[config.mk]
export PLATFORM = sky130hd
export DESIGN_NAME = stat_irq_core
export DESIGN_NICKNAME = d
export VERILOG_FILES = /design/src/rtl/stat_irq_pkg.sv /design/src/rtl/stat_sync.sv /design/src/rtl/stat_chan.sv /design/src/rtl/stat_irq_merge.sv /design/src/rtl/stat_irq_core.sv
export SDC_FILE = /design/constraint.sdc
export NUM_CORES = 1
export LEC_CHECK = 0
export BUFFER_PORTS_ARGS = -buffer_cell sky130_fd_sc_hd__buf_2
export CAP_MARGIN = 10
export CORE_AREA = 2 2 39 41
export CTS_CLUSTER_SIZE = 30
export DETAILED_ROUTE_END_ITERATION = 10
export DIE_AREA = 0 0 41 43
export GPL_ROUTABILITY_DRIVEN = 0
export PLACE_DENSITY = 0.63
export SKIP_CTS_REPAIR_TIMING = 1
export SYNTH_ARGS = -nofsm -noshare
export SYNTH_HDL_FRONTEND = slang
export SYNTH_SLANG_ARGS = --single-unit
export TNS_END_PERCENT = 1
[constraint.sdc]
create_clock -name clk -period 2.6 [get_ports clk]
set_input_delay 0.52 -clock clk [delete_from_list [all_inputs] [get_ports clk]]
set_output_delay 0.52 -clock clk [all_outputs]
set_load 0.01 [all_outputs]
[src/rtl/stat_irq_pkg.sv]
package stat_irq_pkg;

    localparam int NUM_SRC  = 3;
    localparam int SRC_BATT = 0;
    localparam int SRC_RAIL = 1;
    localparam int SRC_CHG  = 2;
    localparam int STAT_W   = 2 * NUM_SRC;

    typedef enum logic {
        EDGE_ANY  = 1'b0,
        EDGE_RISE = 1'b1
    } edge_rule_e;

    typedef struct packed {
        logic flag;
        logic level;
    } chan_state_t;

    // The rail channel latches only when the rail leaves regulation.
    function automatic edge_rule_e rule_of(input int idx);
        return (idx == SRC_RAIL) ? EDGE_RISE : EDGE_ANY;
    endfunction

    function automatic logic edge_hit(input edge_rule_e rule,
                                      input logic now_lvl,
                                      input logic old_lvl);
        if (rule == EDGE_RISE)
            return now_lvl & ~old_lvl;
        return now_lvl ^ old_lvl;
    endfunction

    // Battery channel lands in the top pair, because it is shifted out first.
    function automatic logic [STAT_W-1:0] pack_status(
        input chan_state_t [NUM_SRC-1:0] ch);
        logic [STAT_W-1:0] v;
        v = '0;
        for (int i = 0; i < NUM_SRC; i++) begin
            v[STAT_W-1-2*i] = ch[i].flag;
            v[STAT_W-2-2*i] = ch[i].level;
        end
        return v;
    endfunction

endpackage

[src/rtl/stat_sync.sv]
module stat_sync #(
    parameter int WIDTH  = 3,
    parameter int STAGES = 2
) (
    input  logic             clk,
    input  logic             rst,
    input  logic [WIDTH-1:0] d_async,
    output logic [WIDTH-1:0] q_sync
);
    logic [WIDTH-1:0] chain [STAGES];

    generate
        for (genvar s = 0; s < STAGES; s++) begin : g_stage
            if (s == 0) begin : g_first
                always_ff @(posedge clk) begin
                    if (rst) chain[0] <= '0;
                    else     chain[0] <= d_async;
                end
            end else begin : g_next
                always_ff @(posedge clk) begin
                    if (rst) chain[s] <= '0;
                    else     chain[s] <= chain[s-1];
                end
            end
        end
    endgenerate

    assign q_sync = chain[STAGES-1];
endmodule

[src/rtl/stat_chan.sv]
module stat_chan
    import stat_irq_pkg::*;
#(
    parameter edge_rule_e RULE = EDGE_ANY
) (
    input  logic        clk,
    input  logic        rst,
    input  logic        lvl_sync,
    input  logic        enable,
    input  logic        clr,
    input  logic        por_flag,
    output chan_state_t state
);
    logic masked;
    logic hit;

    assign masked = lvl_sync & enable;
    assign hit    = edge_hit(RULE, masked, state.level);

    always_ff @(posedge clk) begin
        if (rst) begin
            state.level <= 1'b0;
            state.flag  <= por_flag;
        end else begin
            state.level <= masked;
            // A set event takes priority over a clear strobe.
            state.flag  <= hit | (state.flag & ~clr);
        end
    end
endmodule

[src/rtl/stat_irq_merge.sv]
module stat_irq_merge
    import stat_irq_pkg::*;
(
    input  chan_state_t [NUM_SRC-1:0] ch,
    output logic [STAT_W-1:0]         status_bits,
    output logic                      irq
);
    always_comb begin
        status_bits = pack_status(ch);
        irq = 1'b0;
        for (int i = 0; i < NUM_SRC; i++)
            irq = irq | ch[i].flag;
    end
endmodule

[src/rtl/stat_irq_core.sv]
module stat_irq_core
    import stat_irq_pkg::*;
#(
    parameter int SYNC_STAGES = 2
) (
    input  logic              clk,
    input  logic              rst,
    input  logic [NUM_SRC-1:0] cmp_raw,
    input  logic [NUM_SRC-1:0] cmp_en,
    input  logic [NUM_SRC-1:0] flag_clr,
    output logic [STAT_W-1:0]  status_bits,
    output logic               irq
);
    logic [NUM_SRC-1:0]        lvl_sync;
    logic [NUM_SRC-1:0]        por_flags;
    chan_state_t [NUM_SRC-1:0] ch;

    stat_sync #(
        .WIDTH (NUM_SRC),
        .STAGES(SYNC_STAGES)
    ) u_sync (
        .clk    (clk),
        .rst    (rst),
        .d_async(cmp_raw),
        .q_sync (lvl_sync)
    );

    // Power-up presets: the battery flag is set without a charger, and the charger flag is set with one.
    always_comb begin
        por_flags           = '0;
        por_flags[SRC_BATT] = ~cmp_raw[SRC_CHG];
        por_flags[SRC_CHG]  =  cmp_raw[SRC_CHG];
    end

    generate
        for (genvar i = 0; i < NUM_SRC; i++) begin : g_chan
            stat_chan #(
                .RULE(rule_of(i))
            ) u_chan (
                .clk     (clk),
                .rst     (rst),
                .lvl_sync(lvl_sync[i]),
                .enable  (cmp_en[i]),
                .clr     (flag_clr[i]),
                .por_flag(por_flags[i]),
                .state   (ch[i])
            );
        end
    endgenerate

    stat_irq_merge u_merge (
        .ch         (ch),
        .status_bits(status_bits),
        .irq        (irq)
    );
endmodule

## After elaboration in Yosys (flattened, before gate mapping)

Memory sizes are Yosys's and may differ from the RTL's.
Index checks and enable logic that the tools add are counted.

| word-level totals | value |
|---|---|
| memories | 1 |
| input bits | 11 |
| bits in writable memories | 6 |
| bits in latches | 0 |
| output and inout port bits | 7 |
| register bits | 6 |
| memory bits (read-only) | 0 |

Memory list:

| memory | words | bits a word | rd ports | clocked after Yosys merged registers in | write ports | line | source |
|---|---|---|---|---|---|---|---|
| u_sync.chain | 2 | 3 | 2 | 0 | 2 | stat_sync.sv:10 | `logic [WIDTH-1:0] chain [STAGES];` |

| cells by class | value |
|---|---|
| bitwise gates (word level) | 21 |
| shift-type cells | 0 |
| order comparisons | 0 |
| div/mod/pow operators | 0 |
| $mul | 0 |
| equal/unequal tests | 0 |
| add/subtract/negate cells | 0 |
| muxes and demuxes | 7 |
| reductions and logical operators | 0 |

Operator list:

| cell | count |
|---|---|
| $and A1 B1 Y1 | 7 |
| $or A1 B1 Y1 | 7 |
| $mux W3 | 2 |
| $not A1 Y1 | 5 |
| $mux W2 | 2 |
| $mux W1 | 3 |
| $xor A1 B1 Y1 | 2 |

## Depth between registers and ports, before layout

Gate-level depths: netlist (run 1).
An unclocked memory read counts as a cell.

| depth | value |
|---|---|
| depth in word-level cells | 5 |
| mapped depth | 3 |

## Hierarchy

Synthesis (run 1) repeated with hierarchy kept, for this count alone.

| second synthesis, totals | value |
|---|---|
| cells, all modules | 46 |
| area, all modules | 437.9 sq um |

By module, submodules not included:

| module | sequential area each (sq um) | cells each | area an instance (sq um) | times used |
|---|---|---|---|---|
| stat_sync | 120.1 | 12 | 157.7 | 1 |
| stat_chan (g_chan[0].u_chan ...) | 40.0 | 9 | 76.3 | 2 |
| stat_chan (g_chan[1].u_chan) | 40.0 | 7 | 68.8 | 1 |
| stat_irq_merge | 0.0 | 7 | 51.3 | 1 |
| stat_irq_core | 0.0 | 2 | 7.5 | 1 |

## Worst setup path before layout (run 1)

No wires, ideal clock.

| timing | value |
|---|---|
| path type | register to output |
| start | register g_chan[1].u_chan.state[1] in the netlist's numbering |
| end | output irq |
| data required time | 2,080 ps |
| stages on the path, launching flop included | 2 |
| arrival | 738 ps |
| slack | 1,342 ps |
| path buffers | 0 |
| path through | dfxtp_1 or3_1 |

| between the ends | value |
|---|---|
| word-level cells in the longest chain between the ends | 2 |

RTL lines:

| item | line | source |
|---|---|---|
| start, declared | stat_chan.sv:12 | `output chan_state_t state` |
| $or A1 B1 Y1 (2 in series) | stat_irq_merge.sv:12 | `irq = irq \| ch[i].flag;` |
| end, declared | stat_irq_core.sv:12 | `output logic irq` |

Every way passes these cells.

## Final worst setup path (run 1)

Same ends and word-level chain as after synthesis.

==> flow_metrics.py, run 1 <==
metrics = {
    "outcome": {
        "status": "completed",
    },
    "placed_design": {
        "dpl.hpwl_um": 548,
        "placed_area_sq_um": 505,
        "place_inst": 69,
        "portBuffers": 17,
    },
    "critical_path": {
        "end_kind": "output port",
        "reg2reg_depth": 2,
        "timing_worst_setup_path_type": "reg -> out",
        "start_kind": "register",
        "critPathLaunch": "g_chan[1].u_chan.state[1]",
        "reg2reg_slack_ns": 1.57,
        "r2r_start": "g_chan[0].u_chan.state[0]",
        "cp.arrival_ns": 1.09,
        "r2r_end": "g_chan[0].u_chan.state[1]",
        "worstPathRequired_ns": 2.08,
        "crit_path_end": "irq",
        "crit_fanout": 3,
    },
    "routing": {
        "drt-pass1-iter-count": 3,
        "route.detailed.drc": 0,
        "ant_nets": 0,
        "routed-wl-met2_um": 274,
        "met1_length_um": 339,
        "met3_length_um": 79,
        "vias_per_cell": 4.46,
        "wirelength_um": 708,
        "dr_total_vias": 321,
        "wire_per_inst_um": 9.83,
        "drt_iter0_markers": 1,
        "dr.max_layer_used": "met4",
    },
    "timing": {
        "slew_headroom_pct": 86.2,
        "drv_slew": 0,
        "rsz0062_at_grt": "false",
        "worst_pin_slew_ns": 0.207,
        "hold_violations": 0,
        "setup_viol": 0,
        "tns_ns": 0,
        "fin_crit_sh_pct": 61.9,
        "post-route-min-period_ns": 1.61,
        "skew_ns": 0.000245,
        "max_freq_ghz": 0.621,
        "whs_ns": 0.436,
    },
    "final_layout": {
        "multi_input_area_sq_um": 156,
        "final_area_sq_um": 528,
        "fin_nets": 69,
        "synthToLayoutAreaGrowth_pct": 29.4,
        "fin_cells": 72,
        "layout-drive-gt1-share_pct": 39.3,
        "fill_cells": 146,
        "finish.utilization_pct": 38.2,
        "final-seq-area_sq_um": 240,
        "n_antenna_cell": 0,
    },
    "global_routing": {
        "grt_pass1_vias": 275,
        "track_usage_pct": 9.91,
        "antenna_found_initial": 0,
        "grt_max_degree": 14,
        "grt_pass1_wl_um": 1050,
        "overflow": 0,
    },
    "synthesis": {
        "synth_warnings": 0,
        "synth_xor_area_share_pct": 0,
        "synthSimpleGateAreaFrac_pct": 27.3,
        "synth.mux.area_fraction_pct": 0,
        "synth_top_family_by_area": "simple AND/OR/NAND/NOR gates",
        "synthCells": 37,
        "synth.cell_area_sq_um": 408,
        "syn_area_per_cell_sq_um": 11.0,
        "ys_types": 17,
        "synth_compound_gate_area_share_pct": 11.0,
        "yosys_register_bits": 12,
        "ys_seq_area_share_pct": 58.9,
        "synth_nets": 48,
        "synth_fa_ha_area_share_pct": 0,
    },
    "cts": {
        "cts_tree": "yes",
        "root_buffer": "clkbuf_4",
        "numClockSinks": 12,
        "htree_num_levels": 1,
        "clk_latency_ns": 0.27,
        "cts.clk_slew.worst_paths_ns": 0.06,
        "cts_buffers": 3,
        "clockBufferDepth": 2,
    },
    "flow_run": {
        "cap_violations": 0,
    },
    "power": {
        "leakagePower_nw": 0.249,
        "irDropWorstVdd_uv": 264,
        "powerDensity_nw_per_um2": 633,
    },
    "die": {
        "die_h_um": 43,
        "core_sq_um": 1380,
        "rows": 14,
        "ios": 18,
        "dieArea_sq_um": 1760,
        "initial_core_util_pct": 29.5,
        "die_w_um": 41,
    },
    "worst_hold_path": {
        "hold_class": "reg -> reg",
    },
}
[critical path, stage by stage (launching register included)]
cell and delay, ns:
dfxtp_1 0.32, or3_1 0.36, buf_2 0.14
[how the worst min path moves through the flow]
stage               cells after the start  slack, ns                      start                        end
finish                                  1       0.44  g_chan[1].u_chan.state[0]  g_chan[1].u_chan.state[1]
global route                            2       0.45                 cmp_raw[0]         u_sync.chain[0][0]
CTS                                     1       0.44  g_chan[1].u_chan.state[0]  g_chan[1].u_chan.state[1]
detailed placement                      1       0.43         u_sync.chain[0][0]         u_sync.chain[1][0]
global placement                        1       0.42         u_sync.chain[0][1]         u_sync.chain[1][1]
floorplan                               1       0.41         u_sync.chain[0][0]         u_sync.chain[1][0]
[power breakdown]
group          switching (mW)  internal, mW  total (mW)
sequential            0.00393         0.192       0.196
clock                  0.0534        0.0536       0.107
combinational          0.0140        0.0169      0.0309
total                  0.0713         0.263       0.334
[sequential cells by signal, indices dropped and copies added, names as in the netlist]
| signal | flops |
|---|---|
| g_chan.u_chan.state | 6 |
| u_sync.chain | 6 |
[synthesized netlist by cell type]
| cell type | number | share of area [%] |
|---|---|---|
| a21bo_2 | 1 | 2.5 |
| a21boi_0 | 1 | 1.8 |
| a41oi_1 | 1 | 2.1 |
| and3_1 | 2 | 3.1 |
| and3b_1 | 1 | 2.1 |
| buf_4 | 1 | 1.8 |
| dfxtp_1 | 12 | 59 |
| inv_1 | 1 | 0.92 |
| nand2_1 | 2 | 1.8 |
| nand2b_1 | 1 | 1.5 |
| nand3b_1 | 1 | 1.8 |
| nor2_1 | 1 | 0.92 |
| nor2b_1 | 8 | 12 |
| o31ai_1 | 1 | 1.8 |
| o41a_1 | 1 | 2.8 |
| or3_1 | 1 | 1.5 |
| or3b_2 | 1 | 2.1 |
[cells in the final DEF (no fill, tap or decap), drive strengths merged]
cell,count
inv,1
nand2b,1
clkbuf,3
a21bo,1
a21boi,1
a41oi,1
o31ai,1
nor2b,8
nand2,2
or3,1
buf,17
o41a,1
and3,2
or3b,1
nand3b,1
nor2,1
dfxtp,12
and3b,1
[kinds of logic (layout without fill, tap and decap cells)]
| kind of cell | Yosys count | after routing |
|---|---|---|
| simple gates | 18 | 18 |
| flops | 12 | 12 |
| compound gates | 5 | 5 |
| buf+inv | 2 | 21 |
[cell type report]
type / instances / share of cell area, %
Clock buffer: 3 / 4.27
Sequential cell: 12 / 45.5
Timing Repair Buffer: 17 / 16.1
Multi-Input combinational cell: 23 / 29.6
Tap cell: 16 / 3.79
Inverter: 1 / 0.711
[stage by stage]
step | setup WS [ns] | total power [mW]
floorplan | 1.34 | 0.216
global placement | 1.27 | 0.231
detailed placement | 1.28 | 0.232
CTS | 0.982 | 0.339
global route | 0.937 | 0.353
finish | 0.990 | 0.334
[routing by layer]
| layer | track usage (%) | vias up |
|---|---|---|
| li1 | - | 166 |
| met1 | 10.9 | 137 |
| met2 | 11.9 | 16 |
| met3 | 7.85 | 2 |
| met4 | 8.00 | 0 |
| met5 | 0 | - |
(Power assumes the default switching activity.)
==> run 2, diff against run 1 <==
--- a/config.mk
+++ b/config.mk
@@ -12,7 +12,7 @@
 export DETAILED_ROUTE_END_ITERATION = 10
 export DIE_AREA = 0 0 41 43
 export GPL_ROUTABILITY_DRIVEN = 0
-export PLACE_DENSITY = 0.63
+export PLACE_DENSITY = 0.65
 export SKIP_CTS_REPAIR_TIMING = 1
 export SYNTH_ARGS = -nofsm -noshare
 export SYNTH_HDL_FRONTEND = slang
==> constraint.sdc (replaced) <==
create_clock -name clk -period 1.41 [get_ports clk]
set_input_delay 0.282 -clock clk [delete_from_list [all_inputs] [get_ports clk]]
set_output_delay 0.282 -clock clk [all_outputs]
set_load 0.01 [all_outputs]
==> run 2 against run 1 <==
Compared with the run above: final cell count increased by 1.4%; clock power rose by 150%; worst hold slack worse by 0.21 ns; clock skew up 0.0014 ns; non-clock buffer count is the same; largest power group unchanged; worst setup slack worse by 0.95 ns; sequential power increased by 85%; clock-buffer cell count is 1 higher; routed wire length is 1.4% higher.
==> flow_metrics.py, run 2 (same netlist as run 1, synthesis figures left out) <==
metrics = {
    "timing": {
        "drv_slew": 0,
        "fin_crit_sh_pct": 96.8,
        "setup_viol": 0,
        "skew_ns": 0.00167,
        "final.setup.worst_slack_ns": 0.0451,
        "worst_pin_slew_ns": 0.199,
        "hold_violations": 0,
        "post-route-min-period_ns": 1.36,
        "max_freq_ghz": 0.733,
        "rsz0062_at_grt": "true",
        "tns_ns": 0,
        "slew_headroom_pct": 86.7,
    },
    "final_layout": {
        "final_cell_mix": "buf_2 (17), dfxtp_1 (10), nor2b_1 (8)",
        "final_common_cell": "buf_2",
        "fin_nets": 69,
        "n_antenna_cell": 0,
        "final-seq-area_sq_um": 243,
        "synthToLayoutAreaGrowth_pct": 33.4,
        "biggestRegsByFlops": "g_chan.u_chan.state x6, u_sync.chain x6",
        "fill_cells": 143,
        "multi_input_area_sq_um": 156,
        "finish.utilization_pct": 39.3,
        "layout-drive-gt1-share_pct": 43.9,
        "final_area_sq_um": 544,
    },
    "global_routing": {
        "overflow": 0,
        "grt_pass1_vias": 281,
        "grt_pass1_wl_um": 1170,
        "track_usage_pct": 10.7,
        "antenna_found_initial": 0,
        "grt_max_degree": 14,
    },
    "critical_path": {
        "crit_fanout": 3,
        "reg2reg_slack_ns": 0.38,
        "timing_worst_setup_path_type": "reg -> out",
        "cp.arrival_ns": 1.08,
        "worstPathRequired_ns": 1.13,
        "start_kind": "register",
        "end_kind": "output port",
        "r2r_end": "g_chan[0].u_chan.state[1]",
        "reg2reg_depth": 2,
        "r2r_start": "g_chan[0].u_chan.state[0]",
    },
    "worst_hold_path": {
        "hold_class": "in -> reg",
        "hold_depth": 2,
        "whs_endpoint": "u_sync.chain[0][0]",
        "min_from": "cmp_raw[0]",
    },
    "cts": {
        "numClockSinks": 12,
        "root_buffer": "clkbuf_4",
        "cts_buffers": 3,
        "clk_latency_ns": 0.26,
        "cts_tree": "yes",
        "clockBufferDepth": 2,
        "cts.clk_slew.worst_paths_ns": 0.07,
        "htree_num_levels": 1,
    },
    "routing": {
        "met3_length_um": 65,
        "drt_iter0_markers": 3,
        "wirelength_um": 718,
        "vias_per_cell": 4.34,
        "dr_total_vias": 317,
        "met1_length_um": 337,
        "route.detailed.drc": 0,
        "wire_per_inst_um": 9.84,
        "drt-pass1-iter-count": 2,
        "routed-wl-met2_um": 303,
        "ant_nets": 0,
        "dr.max_layer_used": "met4",
    },
    "die": {
        "die_h_um": 43,
        "ios": 18,
        "dieArea_sq_um": 1760,
        "rows": 14,
        "die_w_um": 41,
        "initial_core_util_pct": 29.5,
        "core_sq_um": 1380,
    },
    "outcome": {
        "status": "completed",
    },
    "placed_design": {
        "portBuffers": 17,
        "place_ws_ns": 0.326,
        "placed_area_sq_um": 505,
        "dpl.hpwl_um": 552,
    },
    "power": {
        "leakagePower_nw": 0.257,
        "irDropWorstVdd_uv": 633,
        "powerDensity_nw_per_um2": 1260,
    },
    "flow_run": {
        "cap_violations": 0,
    },
}
[run 2: layer usage]
metal	vias up	GRT usage, %
met5	-	0
met2	12	13.1
met1	137	13.1
li1	166	-
met4	0	10.0
met3	2	4.71
[run 2: metrics by stage]
stage | hold slack, ns | power, mW | cells
3_3_place_gp | 0.421 | 0.426 | 69
3_5_place_dp | 0.423 | 0.428 | 69
5_1_grt | 0.235 | 0.722 | 73
2_1_floorplan | 0.410 | 0.399 | 37
4_1_cts | 0.214 | 0.696 | 73
6_report | 0.225 | 0.684 | 73
[run 2: final cells by class]
class                   instances  area share, %
clock buffers                   4           6.67
multi-input cells              23           28.7
well taps                      16           3.68
repair buffers                 17           15.6
inverters                       1          0.690
flip-flops and latches         12           44.6
[run 2: worst max path at each step]
stage / start / end / slack [ns]
2_1_floorplan: g_chan[0].u_chan.state[0] / g_chan[0].u_chan.state[1] / 0.37
5_1_grt: g_chan[2].u_chan.state[1] / irq / -0.005
3_5_place_dp: g_chan[1].u_chan.state[1] / irq / 0.33
6_report: g_chan[2].u_chan.state[1] / irq / 0.05
4_1_cts: g_chan[1].u_chan.state[1] / irq / 0.03
3_3_place_gp: g_chan[1].u_chan.state[1] / irq / 0.33
[run 2: critical path, cell delays in order (launching register included)]
cell	delay (ns)
dfxtp_2	0.32
or3_1	0.35
buf_2	0.14
[run 2: report_power, final]
part           internal, mW  switching [mW]  leakage (nW)  total, mW
sequential            0.355         0.00765        0.0994      0.363
combinational        0.0312          0.0260         0.137     0.0572
clock                 0.157           0.107        0.0210      0.263
==> run 3, diff against run 2 <==
--- a/config.mk
+++ b/config.mk
@@ -5,15 +5,18 @@
 export SDC_FILE = /design/constraint.sdc
 export NUM_CORES = 1
 export LEC_CHECK = 0
-export BUFFER_PORTS_ARGS = -buffer_cell sky130_fd_sc_hd__buf_2
+export BUFFER_PORTS_ARGS = -buffer_cell sky130_fd_sc_hd__buf_4
 export CAP_MARGIN = 10
-export CORE_AREA = 2 2 39 41
+export CELL_PAD_IN_SITES_DETAIL_PLACEMENT = 0
+export CELL_PAD_IN_SITES_GLOBAL_PLACEMENT = 1
+export CORE_AREA = 2 2 42 44
 export CTS_CLUSTER_SIZE = 30
 export DETAILED_ROUTE_END_ITERATION = 10
-export DIE_AREA = 0 0 41 43
+export DIE_AREA = 0 0 44 46
 export GPL_ROUTABILITY_DRIVEN = 0
-export PLACE_DENSITY = 0.65
+export PLACE_DENSITY = 0.71
 export SKIP_CTS_REPAIR_TIMING = 1
+export SKIP_LAST_GASP = 1
 export SYNTH_ARGS = -nofsm -noshare
 export SYNTH_HDL_FRONTEND = slang
 export SYNTH_SLANG_ARGS = --single-unit
==> run 3 against run 2 <==
Compared with the run above: die area grew 15%; clock skew shrank 0.0012 ns; sequential cell count did not move.
==> flow_metrics.py, run 3 (same netlist as run 1, synthesis figures left out) <==
metrics = {
    "outcome": {
        "status": "completed",
    },
    "routing": {
        "ant_nets": 0,
        "dr_total_vias": 331,
        "drt_iter0_markers": 2,
        "route.detailed.drc": 0,
        "vias_per_cell": 4.41,
        "wirelength_um": 756,
        "drt-pass1-iter-count": 3,
        "wire_per_inst_um": 10.1,
    },
    "power": {
        "irDropWorstVdd_uv": 489,
        "leakagePower_nw": 0.274,
        "total_power_uw": 704,
        "powerDensity_nw_per_um2": 1180,
    },
    "placed_design": {
        "dpl.hpwl_um": 559,
        "placed_area_sq_um": 549,
        "place_inst": 70,
        "portBuffers": 17,
    },
    "cts": {
        "numClockSinks": 12,
        "htree_num_levels": 1,
        "cts_buffers": 3,
        "clk_latency_ns": 0.27,
        "cts_tree": "yes",
        "cts.clk_slew.worst_paths_ns": 0.07,
        "root_buffer": "clkbuf_4",
        "clockBufferDepth": 2,
    },
    "timing": {
        "setup_viol": 0,
        "rsz0062_at_grt": "false",
        "tns_ns": 0,
        "slew_headroom_pct": 88.8,
        "worst_pin_slew_ns": 0.167,
        "max_freq_ghz": 0.730,
        "drv_slew": 0,
        "skew_ns": 0.000479,
        "hold_violations": 0,
        "fin_crit_sh_pct": 97.1,
        "post-route-min-period_ns": 1.37,
    },
    "die": {
        "dieArea_sq_um": 2020,
        "ios": 18,
        "rows": 15,
        "core_sq_um": 1610,
        "die_w_um": 44,
        "die_h_um": 46,
        "initial_core_util_pct": 25.3,
    },
    "final_layout": {
        "final_common_cell": "buf_4",
        "n_antenna_cell": 0,
        "fin_nets": 70,
        "multi_input_area_sq_um": 156,
        "fill_cells": 188,
        "final_area_sq_um": 594,
        "fin_cells": 75,
        "synthToLayoutAreaGrowth_pct": 45.7,
        "final-seq-area_sq_um": 241,
        "final_cell_mix": "buf_4 (18), dfxtp_1 (11), nor2b_1 (8)",
        "finish.utilization_pct": 36.8,
        "layout-drive-gt1-share_pct": 43.1,
        "biggestRegsByFlops": "g_chan.u_chan.state x6, u_sync.chain x6",
    },
    "critical_path": {
        "critPathTopFamily": "simple AND/OR/NAND/NOR gates",
        "slowest_delay_ns": 0.35,
        "end_kind": "output port",
        "worstPathRequired_ns": 1.13,
        "crit_path_cell_trace": "or3_1 > buf_4",
        "cp.arrival_ns": 1.09,
        "start_kind": "register",
        "crit_fanout": 2,
        "critPathBufInv": 1,
        "critPathLaunch": "g_chan[1].u_chan.state[1]",
        "cp_slowest_cell": "or3_1",
        "r2r_start": "g_chan[0].u_chan.state[0]",
        "timing_worst_setup_path_type": "reg -> out",
    },
    "global_routing": {
        "overflow": 0,
        "antenna_found_initial": 0,
        "track_usage_pct": 8.58,
        "grt_pass1_wl_um": 1170,
        "grt_pass1_vias": 321,
        "grt_max_degree": 14,
    },
    "worst_hold_path": {
        "hold_class": "in -> reg",
        "min_from": "cmp_raw[1]",
    },
    "flow_run": {
        "cap_violations": 0,
    },
}
==> run 3: cell count changes in the layout (fill, tap and decap cells not counted) <==
cell / change
buf_2: -17
buf_4: +18
dfxtp_1: +1
dfxtp_2: -1
==> run 3: layer usage <==
layer | vias to the layer above | GRT usage [%] | wire, um
met5 | - | 0 | 0
met4 | 0 | 7.27 | 0
met3 | 0 | 5.16 | 65
met2 | 13 | 13.2 | 330
met1 | 151 | 8.10 | 360
li1 | 167 | - | -
==> run 3: power breakdown <==
group / total (mW) / internal, mW / switching [mW]
combinational: 0.0711 / 0.0451 / 0.0260
clock: 0.271 / 0.157 / 0.114
sequential: 0.362 / 0.355 / 0.00733
==> run 3: path summary, 6_finish.rpt <==
kind                                             endpoint  slack (ns)  cells past startpoint
worst max register to register  g_chan[0].u_chan.state[1]        0.37                      2
worst min-delay path                   u_sync.chain[0][1]        0.22                      2
worst max-delay path                                  irq        0.04                      2
worst min register to register         u_sync.chain[1][1]        0.44                      1
==> run 3: layout make-up <==
class                   count  share of cell area [%]
clock buffers               4                    6.11
inverters                   1                   0.632
multi-input cells          23                    26.3
flip-flops and latches     12                    40.6
well taps                  17                    3.58
repair buffers             18                    22.7
==> run 3: per-stage QoR <==
step	hold WS, ns	setup slack, ns
2_1_floorplan	0.410	0.367
3_3_place_gp	0.419	0.325
3_5_place_dp	0.425	0.322
4_1_cts	0.211	0.0113
5_1_grt	0.226	0.00542
6_report	0.220	0.0404
==> run 3: worst register-to-register path, delay by kind of cell, from the launching register on <==
kind,cells,cell delay (ns)
AND/OR/NAND/NOR,1,0.18
AO/OA/AOI/OAI,1,0.39
flip-flops,1,0.35
